File: src/rtl/mon_pkg.sv
package mon_pkg;
  localparam int VAL_W  = 16;
  localparam int BYTE_W = 8;

  typedef logic [VAL_W-1:0]  mon_val_t;
  typedef logic [BYTE_W-1:0] mon_byte_t;

  // byte k of a big-endian pair: k=0 is the upper byte
  function automatic mon_byte_t pick_byte(input mon_val_t v, input logic lsb);
    return lsb ? v[7:0] : v[15:8];
  endfunction
endpackage

File: src/rtl/mon_sample_store.sv
module mon_sample_store
  import mon_pkg::*;
#(
  parameter int NUM_ITEMS = 8,
  parameter int IW        = 3
) (
  input  logic                       clk,
  input  logic                       rst_n,
  input  logic                       acc_i,
  input  logic [IW-1:0]              idx_i,
  input  mon_val_t                   data_i,
  output logic                       ready_o,
  output logic [NUM_ITEMS*VAL_W-1:0] vals_o,
  output logic                       avail_o
);
  mon_val_t              val_q [NUM_ITEMS];
  logic [NUM_ITEMS-1:0]  seen_q;

  always_ff @(posedge clk) begin
    if (!rst_n) begin
      ready_o <= 1'b0;
      avail_o <= 1'b0;
      seen_q  <= '0;
    end else begin
      ready_o <= 1'b1;
      if (acc_i && (int'(idx_i) < NUM_ITEMS)) seen_q[idx_i] <= 1'b1;
      if (&seen_q) avail_o <= 1'b1;
    end
  end

  for (genvar g = 0; g < NUM_ITEMS; g++) begin : g_item
    always_ff @(posedge clk) begin
      if (!rst_n)                                val_q[g] <= '0;
      else if (acc_i && (int'(idx_i) == g))      val_q[g] <= data_i;
    end
    assign vals_o[g*VAL_W +: VAL_W] = val_q[g];
  end

  AST_AVAIL_STICKY: assert property (@(posedge clk) disable iff (!rst_n)
    avail_o |=> avail_o);
  AST_READY_HELD: assert property (@(posedge clk) disable iff (!rst_n)
    ready_o |=> ready_o);
endmodule

File: src/rtl/mon_thresh_bank.sv
module mon_thresh_bank
  import mon_pkg::*;
#(
  parameter int NUM_ITEMS = 8,
  parameter int IW        = 3,
  parameter int AW        = 6
) (
  input  logic                       clk,
  input  logic                       rst_n,
  input  logic                       wr_i,
  input  logic [AW-1:0]              addr_i,
  input  mon_byte_t                  wdata_i,
  input  logic                       acc_i,
  input  logic [IW-1:0]              idx_i,
  input  mon_val_t                   data_i,
  output logic [NUM_ITEMS*VAL_W-1:0] hi_o,
  output logic [NUM_ITEMS*VAL_W-1:0] lo_o,
  output logic [NUM_ITEMS-1:0]       alarm_hi_o,
  output logic [NUM_ITEMS-1:0]       alarm_lo_o
);
  localparam int HI_BASE = 2 * NUM_ITEMS;
  localparam int LO_BASE = 4 * NUM_ITEMS;
  localparam int END_A   = 6 * NUM_ITEMS;

  mon_val_t hi_q [NUM_ITEMS];
  mon_val_t lo_q [NUM_ITEMS];

  for (genvar g = 0; g < NUM_ITEMS; g++) begin : g_lim
    localparam int HA = HI_BASE + 2 * g;
    localparam int LA = LO_BASE + 2 * g;
    always_ff @(posedge clk) begin
      if (!rst_n) begin
        hi_q[g] <= '1;
        lo_q[g] <= '0;
      end else if (wr_i) begin
        if (int'(addr_i) == HA)     hi_q[g][15:8] <= wdata_i;
        if (int'(addr_i) == HA + 1) hi_q[g][7:0]  <= wdata_i;
        if (int'(addr_i) == LA)     lo_q[g][15:8] <= wdata_i;
        if (int'(addr_i) == LA + 1) lo_q[g][7:0]  <= wdata_i;
      end
    end
    assign hi_o[g*VAL_W +: VAL_W] = hi_q[g];
    assign lo_o[g*VAL_W +: VAL_W] = lo_q[g];

    always_ff @(posedge clk) begin
      if (!rst_n) begin
        alarm_hi_o[g] <= 1'b0;
        alarm_lo_o[g] <= 1'b0;
      end else begin
        alarm_hi_o[g] <= acc_i && (int'(idx_i) == g) && (data_i > hi_q[g]);
        alarm_lo_o[g] <= acc_i && (int'(idx_i) == g) && (data_i < lo_q[g]);
      end
    end
  end

  logic unused_end;
  assign unused_end = (END_A > 0);

  AST_ALARM_ONE_ITEM: assert property (@(posedge clk) disable iff (!rst_n)
    $onehot0(alarm_hi_o | alarm_lo_o));
  AST_ALARM_HAS_SAMPLE: assert property (@(posedge clk) disable iff (!rst_n)
    (|(alarm_hi_o | alarm_lo_o)) |-> $past(acc_i));
endmodule

File: src/rtl/mon_read_mux.sv
module mon_read_mux
  import mon_pkg::*;
#(
  parameter int NUM_ITEMS = 8,
  parameter int AW        = 6
) (
  input  logic                       clk,
  input  logic                       rst_n,
  input  logic                       rd_i,
  input  logic [AW-1:0]              addr_i,
  input  logic [NUM_ITEMS*VAL_W-1:0] vals_i,
  input  logic [NUM_ITEMS*VAL_W-1:0] hi_i,
  input  logic [NUM_ITEMS*VAL_W-1:0] lo_i,
  output mon_byte_t                  rdata_o
);
  localparam int HI_BASE = 2 * NUM_ITEMS;
  localparam int LO_BASE = 4 * NUM_ITEMS;
  localparam int END_A   = 6 * NUM_ITEMS;

  mon_val_t  shadow_q;
  mon_val_t  sel_val;
  mon_byte_t next_byte;
  logic      val_msb;
  int        a;
  int        item;

  always_comb begin
    a         = int'(addr_i);
    item      = 0;
    sel_val   = '0;
    next_byte = '0;
    val_msb   = 1'b0;
    if (a < HI_BASE) begin
      item    = a / 2;
      sel_val = vals_i[item*VAL_W +: VAL_W];
      val_msb = !addr_i[0];
      next_byte = addr_i[0] ? shadow_q[7:0] : sel_val[15:8];
    end else if (a < LO_BASE) begin
      item      = (a - HI_BASE) / 2;
      next_byte = pick_byte(hi_i[item*VAL_W +: VAL_W], addr_i[0]);
    end else if (a < END_A) begin
      item      = (a - LO_BASE) / 2;
      next_byte = pick_byte(lo_i[item*VAL_W +: VAL_W], addr_i[0]);
    end
  end

  always_ff @(posedge clk) begin
    if (!rst_n) begin
      rdata_o  <= '0;
      shadow_q <= '0;
    end else if (rd_i) begin
      rdata_o <= next_byte;
      if (val_msb) shadow_q <= sel_val;
    end
  end

  AST_RDATA_HOLD: assert property (@(posedge clk) disable iff (!rst_n)
    !$past(rd_i) |-> $stable(rdata_o));
  AST_SHADOW_FROZEN: assert property (@(posedge clk) disable iff (!rst_n)
    !$past(rd_i && val_msb) |-> $stable(shadow_q));
endmodule

File: src/rtl/mon_readout.sv
module mon_readout
  import mon_pkg::*;
#(
  parameter int NUM_ITEMS = 8,
  parameter int IW        = $clog2(NUM_ITEMS),
  parameter int AW        = $clog2(6 * NUM_ITEMS)
) (
  input  logic                 clk,
  input  logic                 rst_n,
  input  logic                 smp_valid,
  output logic                 smp_ready,
  input  logic [IW-1:0]        smp_idx,
  input  logic [15:0]          smp_data,
  input  logic [AW-1:0]        reg_addr,
  input  logic                 reg_wr,
  input  logic [7:0]           reg_wdata,
  input  logic                 reg_rd,
  output logic [7:0]           reg_rdata,
  output logic                 data_avail,
  output logic [NUM_ITEMS-1:0] alarm_hi,
  output logic [NUM_ITEMS-1:0] alarm_lo
);
  logic                       acc;
  logic [NUM_ITEMS*VAL_W-1:0] vals;
  logic [NUM_ITEMS*VAL_W-1:0] hi_lim;
  logic [NUM_ITEMS*VAL_W-1:0] lo_lim;

  assign acc = smp_valid && smp_ready;

  mon_sample_store #(.NUM_ITEMS(NUM_ITEMS), .IW(IW)) u_store (
    .clk(clk), .rst_n(rst_n), .acc_i(acc), .idx_i(smp_idx), .data_i(smp_data),
    .ready_o(smp_ready), .vals_o(vals), .avail_o(data_avail)
  );

  mon_thresh_bank #(.NUM_ITEMS(NUM_ITEMS), .IW(IW), .AW(AW)) u_lim (
    .clk(clk), .rst_n(rst_n), .wr_i(reg_wr), .addr_i(reg_addr), .wdata_i(reg_wdata),
    .acc_i(acc), .idx_i(smp_idx), .data_i(smp_data),
    .hi_o(hi_lim), .lo_o(lo_lim), .alarm_hi_o(alarm_hi), .alarm_lo_o(alarm_lo)
  );

  mon_read_mux #(.NUM_ITEMS(NUM_ITEMS), .AW(AW)) u_rd (
    .clk(clk), .rst_n(rst_n), .rd_i(reg_rd), .addr_i(reg_addr),
    .vals_i(vals), .hi_i(hi_lim), .lo_i(lo_lim), .rdata_o(reg_rdata)
  );

  AST_NO_ALARM_IDLE: assert property (@(posedge clk) disable iff (!rst_n)
    !$past(acc) |-> (alarm_hi == '0 && alarm_lo == '0));
endmodule

File: config.mk
export PLATFORM = sky130hd
export DESIGN_NAME = mon_readout
export DESIGN_NICKNAME = d
export VERILOG_FILES = /design/src/rtl/mon_pkg.sv /design/src/rtl/mon_sample_store.sv /design/src/rtl/mon_thresh_bank.sv /design/src/rtl/mon_read_mux.sv /design/src/rtl/mon_readout.sv
export SDC_FILE = /design/constraint.sdc
export NUM_CORES = 1
export LEC_CHECK = 0
export CELL_PAD_IN_SITES_DETAIL_PLACEMENT = 2
export CELL_PAD_IN_SITES_GLOBAL_PLACEMENT = 2
export CORE_UTILIZATION = 44
export DETAILED_ROUTE_END_ITERATION = 7
export PLACE_DENSITY_LB_ADDON = 0.12
export SYNTH_ARGS = -nofsm -noshare
export SYNTH_HDL_FRONTEND = slang
export SYNTH_SLANG_ARGS = --single-unit
File: constraint.sdc
create_clock -name clk -period 3.5 [get_ports clk]
set_input_delay 0.35 -clock clk [delete_from_list [all_inputs] [get_ports clk]]
set_output_delay 0.35 -clock clk [all_outputs]
set_load 0.05 [all_outputs]
-- Word-level counts from Yosys, hierarchy flattened
Memories as Yosys holds them, arrays and structs flattened.
Index checks and enable logic that the tools add are counted.
- output and inout port bits: 26
- RAM bits: 384
- memories kept: 3
- register bits after elaboration: 42
- shift operators: 3
- eq/ne operators: 39
- bitwise gates (word level): 43
- magnitude comparators: 21
- $add $sub $neg: 4
- mux-type cells: 204
- reduce and logical (&&, ||, !) cells: 30
- memory list (name ; words ; width ; read ports ; clocked after Yosys merged registers in ; write ports ; RTL line ; RTL):
    u_lim.hi_q ; 8 ; 16 ; 8 ; 0 ; 8 ; mon_thresh_bank.sv:25 ; mon_val_t hi_q [NUM_ITEMS];
    u_lim.lo_q ; 8 ; 16 ; 8 ; 0 ; 8 ; mon_thresh_bank.sv:26 ; mon_val_t lo_q [NUM_ITEMS];
    u_store.val_q ; 8 ; 16 ; 8 ; 0 ; 8 ; mon_sample_store.sv:16 ; mon_val_t val_q [NUM_ITEMS];
- operator list (cell ; count):
    8-bit two-way mux ; 39
    128-bit by 32-bit indexed part select with 16-bit output ; 2
    6-bit == test (second input constant) ; 32
    1-bit two-way mux ; 156
    16-bit greater-than comparator ; 8
    16-bit less-than comparator ; 8
    16-bit two-way mux ; 8
    128-bit by 10-bit indexed part select with 16-bit output ; 1
    28-bit by 1-bit adder with 28-bit output ; 2
    1-bit OR ; 40
    1-bit logical AND ; 26
    3-bit == test (second input constant) ; 4
    6-bit less-than comparator (second input constant) ; 2
    8-bit OR ; 1
    8-bit AND reduction ; 1
    6-bit by 5-bit subtractor with 7-bit output (second input constant) ; 1
    6-bit by 6-bit subtractor with 7-bit output (second input constant) ; 1
    3-bit by 2-bit == test with 1-bit output (second input constant) ; 2
    6-bit by 5-bit less-than comparator with 1-bit output (second input constant) ; 1
    3-bit by 4-bit less-than comparator with 1-bit output (second input constant) ; 1
    1-bit demux with 3-bit select ; 1
    3-bit by 1-bit == test with 1-bit output (second input constant) ; 1
    3-bit by 1-bit greater-or-equal comparator with 1-bit output (second input constant) ; 1
    3-bit zero test ; 1
    3 further kinds ; 4

-- Depth between registers and ports, before layout
- depth in word-level cells: 8
- mapped depth: 14
- depth with buffers taken out: 11

-- Cells and area by module
Synthesis repeated with hierarchy kept, for this count alone.
- cells, all modules: 2197
- area total of the unflattened synthesis: 25957.4 µm²
- by module, submodules not included (module ; cells an instance ; times used ; area an instance (µm²) ; sequential area each (µm²)):
    mon_thresh_bank ; 1522 ; 1 ; 16607.2 ; 8007.7
    mon_sample_store ; 311 ; 1 ; 5152.4 ; 4043.9
    mon_read_mux ; 363 ; 1 ; 4191.5 ; 320.3
    mon_readout ; 1 ; 1 ; 6.3 ; 0.0

-- Least setup slack after synthesis
Ideal clock, no wire load.
- kind: register to register
- start point: register u_store.ready_o
- end point: memory u_store.val_q[0][0] (netlist bit) (enable)
- stages on the path, launching flop included: 5
- data arrival time: 2.461 ns
- slack: 0.628 ns
- path buffers: 1
- library setup time: 0.411 ns
- data required time: 3.089 ns
- cell sequence: dfxtp_1 -> nand2_1 -> or3_1 -> clkbuf_2 -> o21ai_0
- RTL lines (what ; RTL line ; RTL):
    start: declaration ; mon_sample_store.sv:12 ; output logic ready_o,
    start signal: assignment ; mon_sample_store.sv:21 ; ready_o <= 1'b0;
    start signal: assignment ; mon_sample_store.sv:25 ; ready_o <= 1'b1;
    end: declaration ; mon_sample_store.sv:16 ;

-- Final worst setup path
- start point: input reg_addr[4]
- end point: register u_rd.rdata_o[7]
- word-level cells in the longest chain between the ends: 8
- elaborated cells on any way between the ends: 18
- classes of those cells: 4 x add/sub; 3 x order compare; 3 x shift; 6 x mux; 2 x bitwise
- ends and longest elaborated chain (what ; RTL line ; RTL):
    start: declaration ; mon_readout.sv:14 ; input logic [AW-1:0] reg_addr,
    6-bit by 6-bit subtractor with 7-bit output ; mon_read_mux.sv:42 ; item = (a - LO_BASE) / 2;
    1-bit AND (no line) ; -- ;
    28-bit by 1-bit adder with 28-bit output (no line) ; -- ;
    128-bit by 32-bit indexed part select with 16-bit output ; mon_read_mux.sv:43 ; next_byte = pick_byte(lo_i[item*VAL_W +: VAL_W], addr_i[0]);
    8-bit two-way mux ; mon_pkg.sv:10 ; return lsb ? v[7:0] : v[15:8];
    8-bit two-way mux ; mon_read_mux.sv:41 ; end else if (a < END_A) begin
    8-bit two-way mux ; mon_read_mux.sv:38 ; end else if (a < LO_BASE) begin
    8-bit two-way mux (*) ; mon_read_mux.sv:33 ; if (a < HI_BASE) begin
    end signal: assignment ; mon_read_mux.sv:52 ; rdata_o <= next_byte;
    end: declaration ; mon_read_mux.sv:14 ; output mon_byte_t rdata_o
Mark *: on every way between the ends. The rest lies on a longest branch, timed or not.
A chain may end at the register's enable or synchronous reset.

==> impl_metrics.json <==
{
  "ir_drop_v": 0.000464,
  "synth_area_leaders": "edfxtp_1 45%, ha_1 13%, mux4_2 8.3%",
  "drv_cap": 0,
  "path_clk_slew_ns": 0.07,
  "setup_ws_ns": 0.516,
  "drc": 0,
  "fillers": 5590,
  "dp_hpwl_mm": 73.0,
  "final.period_utilization": 0.853,
  "hold_ws_ns": 0.404,
  "synth_flop_cell": "edfxtp_1",
  "initial_utilization": 0.445,
  "syn_to_final_growth_pct": 14.9,
  "clock_latency_ns": 0.63,
  "wire_per_inst_um": 32.4,
  "drt-pass1-iter-count": 5,
  "final_util": 0.511,
  "slew_headroom": 0.189,
  "dieHeight_um": 243,
  "fmax_mhz": 335,
  "nets": 2594,
  "yosysTopAreaCellShare": 0.450,
  "yosysMostFrequentCell": "edfxtp_1",
  "clkSinkCount": 426,
  "cts_root_buffer": "clkbuf_16",
  "rows": 88,
  "critical_path.max_stage_delay_ns": 0.57,
  "powerDensity_nw_per_um2": 464,
  "worstPathArrival_ns": 3.49,
  "num_vias": 19100,
  "yosys.area.top_type": "edfxtp_1",
  "yosysSeqAreaShare": 0.483,
  "synth.distinct_cells": 54,
  "drt.antenna.violating_nets": 0,
  "path_max_fanout": 14,
  "grt_pass1_wl_mm": 146,
  "syn_inst": 2166,
  "core_um2": 57600,
  "die_x_um": 243,
  "grtUsageTotal": 0.343,
  "first_iter_violations": 1387,
  "syn_avg_cell_area_um2": 11.8,
  "crit_path_top_delay_cell": "clkdlybuf4s50_1",
  "status": "complete, no violations",
  "start_kind": "primary input",
  "ios": 64,
  "dieArea_um2": 59200,
  "ff_latch_area_um2": 12400,
  "layout-drive-gt1-share": 0.138,
  "rsz0062_at_grt": "false",
  "criticalPathCategory": "in -> reg",
  "gp_congestion": 0.941,
  "yosysWarnings": 0,
  "synthesis.area_um2": 25600,
  "r2r_cells": 5,
  "end_kind": "flop",
  "multi_input_area_um2": 11700,
  "numCtsBuffers": 49,
  "cp.required_ns": 4.01,
  "dpl_cell_area_um2": 27700,
  "clockBufferDepth": 3,
  "hold_violations": 0,
  "cpMostUsedCell": "ha_1",
  "p_leak_nw": 12.2,
  "syn-num-nets": 2460,
  "viasPerCell": 6.14,
  "drt-total-wl_mm": 101,
  "pre_cts_ws_ns": -0.0121,
  "grt.overflow.total": 0,
  "hp-class": "in -> reg",
  "crit_chain": "clkdlybuf4s50_1, inv_1, ha_1, and2_1, ha_2, ha_1, buf_4, mux4_2, mux2i_1, o221ai_1, o21ai_1, o31ai_2",
  "final_area_um2": 29400,
  "grt_pass1_vias": 21100,
  "cts_setup_buffers": 0,
  "synth_edf_count": 384,
  "tightestPinTransition_ns": 1.20,
  "clock_skew_ns": 0.0282,
  "ctsHoldBuffers": 0,
  "async_flop_share": 0,
  "slew_viol_final": 0,
  "port_buffers": 63,
  "min_period_ns": 2.98,
  "antenna_found_initial": 6,
  "cts_htree_levels": 2,
  "setup_viol": 0,
  "holdPathStages": 2,
  "tritoncts": "done",
  "ys_ff_latch": 426,
  "grt_max_degree": 45,
  "synthTopCellsByCount": "384 x edfxtp_1, 258 x and2_1, 256 x ha_1, 249 x inv_1, 133 x or3_1",
  "cts-resized-gates": 0
}
[logic make-up after synthesis]
kind of cell / Yosys count / synth area share
AOI/OAI and AO/OA: 324 / 0.0814
buffers and inverters: 360 / 0.0591
adders and majority gates: 256 / 0.125
and+or+nand+nor: 652 / 0.146
DFF: 426 / 0.483
xor gates and xnor gates: 3 / 0.00249
muxes: 145 / 0.103
[sequential cells by signal, indices dropped and copies added (netlist names)]
signal	cells
u_store.ready_o	1
u_lim.alarm_hi_o	8
u_lim.lo_q	128
u_store.avail_o	1
u_lim.alarm_lo_o	8
u_store.seen_q	8
u_lim.hi_q	128
u_rd.rdata_o	8
u_rd.shadow_q	8
u_store.val_q	128
[metrics by stage]
stage               std cells  TNS [ns]  total power [mW]
CTS                      3106         0              13.7
finish                   3108         0              13.7
global placement         3014         0              7.93
floorplan                2166         0              7.10
global route             3106         0              14.0
detailed placement       3014   -0.0121              8.08
[power by group]
part	internal (mW)	switching, mW	total [mW]
clock network	3.36	2.27	5.63
logic	0.800	1.25	2.05
registers	5.77	0.214	5.98
total	9.92	3.74	13.7
[metal layers]
metal / track usage / wire length, µm / up-vias
met2: 0.586 / 49500 / 647
li1: - / - / 8176
met4: 0.166 / 5290 / 4
met1: 0.429 / 40700 / 10000
met3: 0.0449 / 5140 / 217
met5: 0 / 31 / -
[final timing paths]
kind,to,from,slack [ns]
setup / recovery,u_rd.rdata_o[7],reg_addr[4],0.52
hold / removal,u_store.ready_o,rst_n,0.40
setup reg to reg,u_store.val_q[0][3],u_store.ready_o,1.19
hold reg to reg,u_store.seen_q[6],u_store.seen_q[6],0.46
[layout by cell type (no fill, tap or decap), drive strengths merged, types with 13 or more instances in the layout]
master,count
or3,133
nor3,33
and2,258
o211ai,13
o221ai,13
clkbuf,74
nor2,54
a21o,51
mux4,94
mux2i,49
nand2b,17
nand3,21
dfxtp,42
o21a,30
o21ai,114
clkdlybuf4s50,58
a211oi,14
nor2b,21
nand4,47
nand2,58
edfxtp,384
buf,136
inv,252
ha,256
a21oi,50
[area by class of cell]
cell class,count,area share
sequential,426,0.420
multi-input combinational,1380,0.399
timing repair buffer,194,0.0578
clock buffer,74,0.0486
tap,765,0.0325
inverter,249,0.0317
clock inverter,18,0.0104
antenna,2,0.000170
[critical path, delay by kind of cell]
kind	cells	cell delay, ns
compound gates	3	0.39
buf+inv	3	0.95
mux	2	0.71
simple gates	1	0.20
fa+ha+maj	3	0.89
Note: power is estimated with default switching activity, not from simulation.
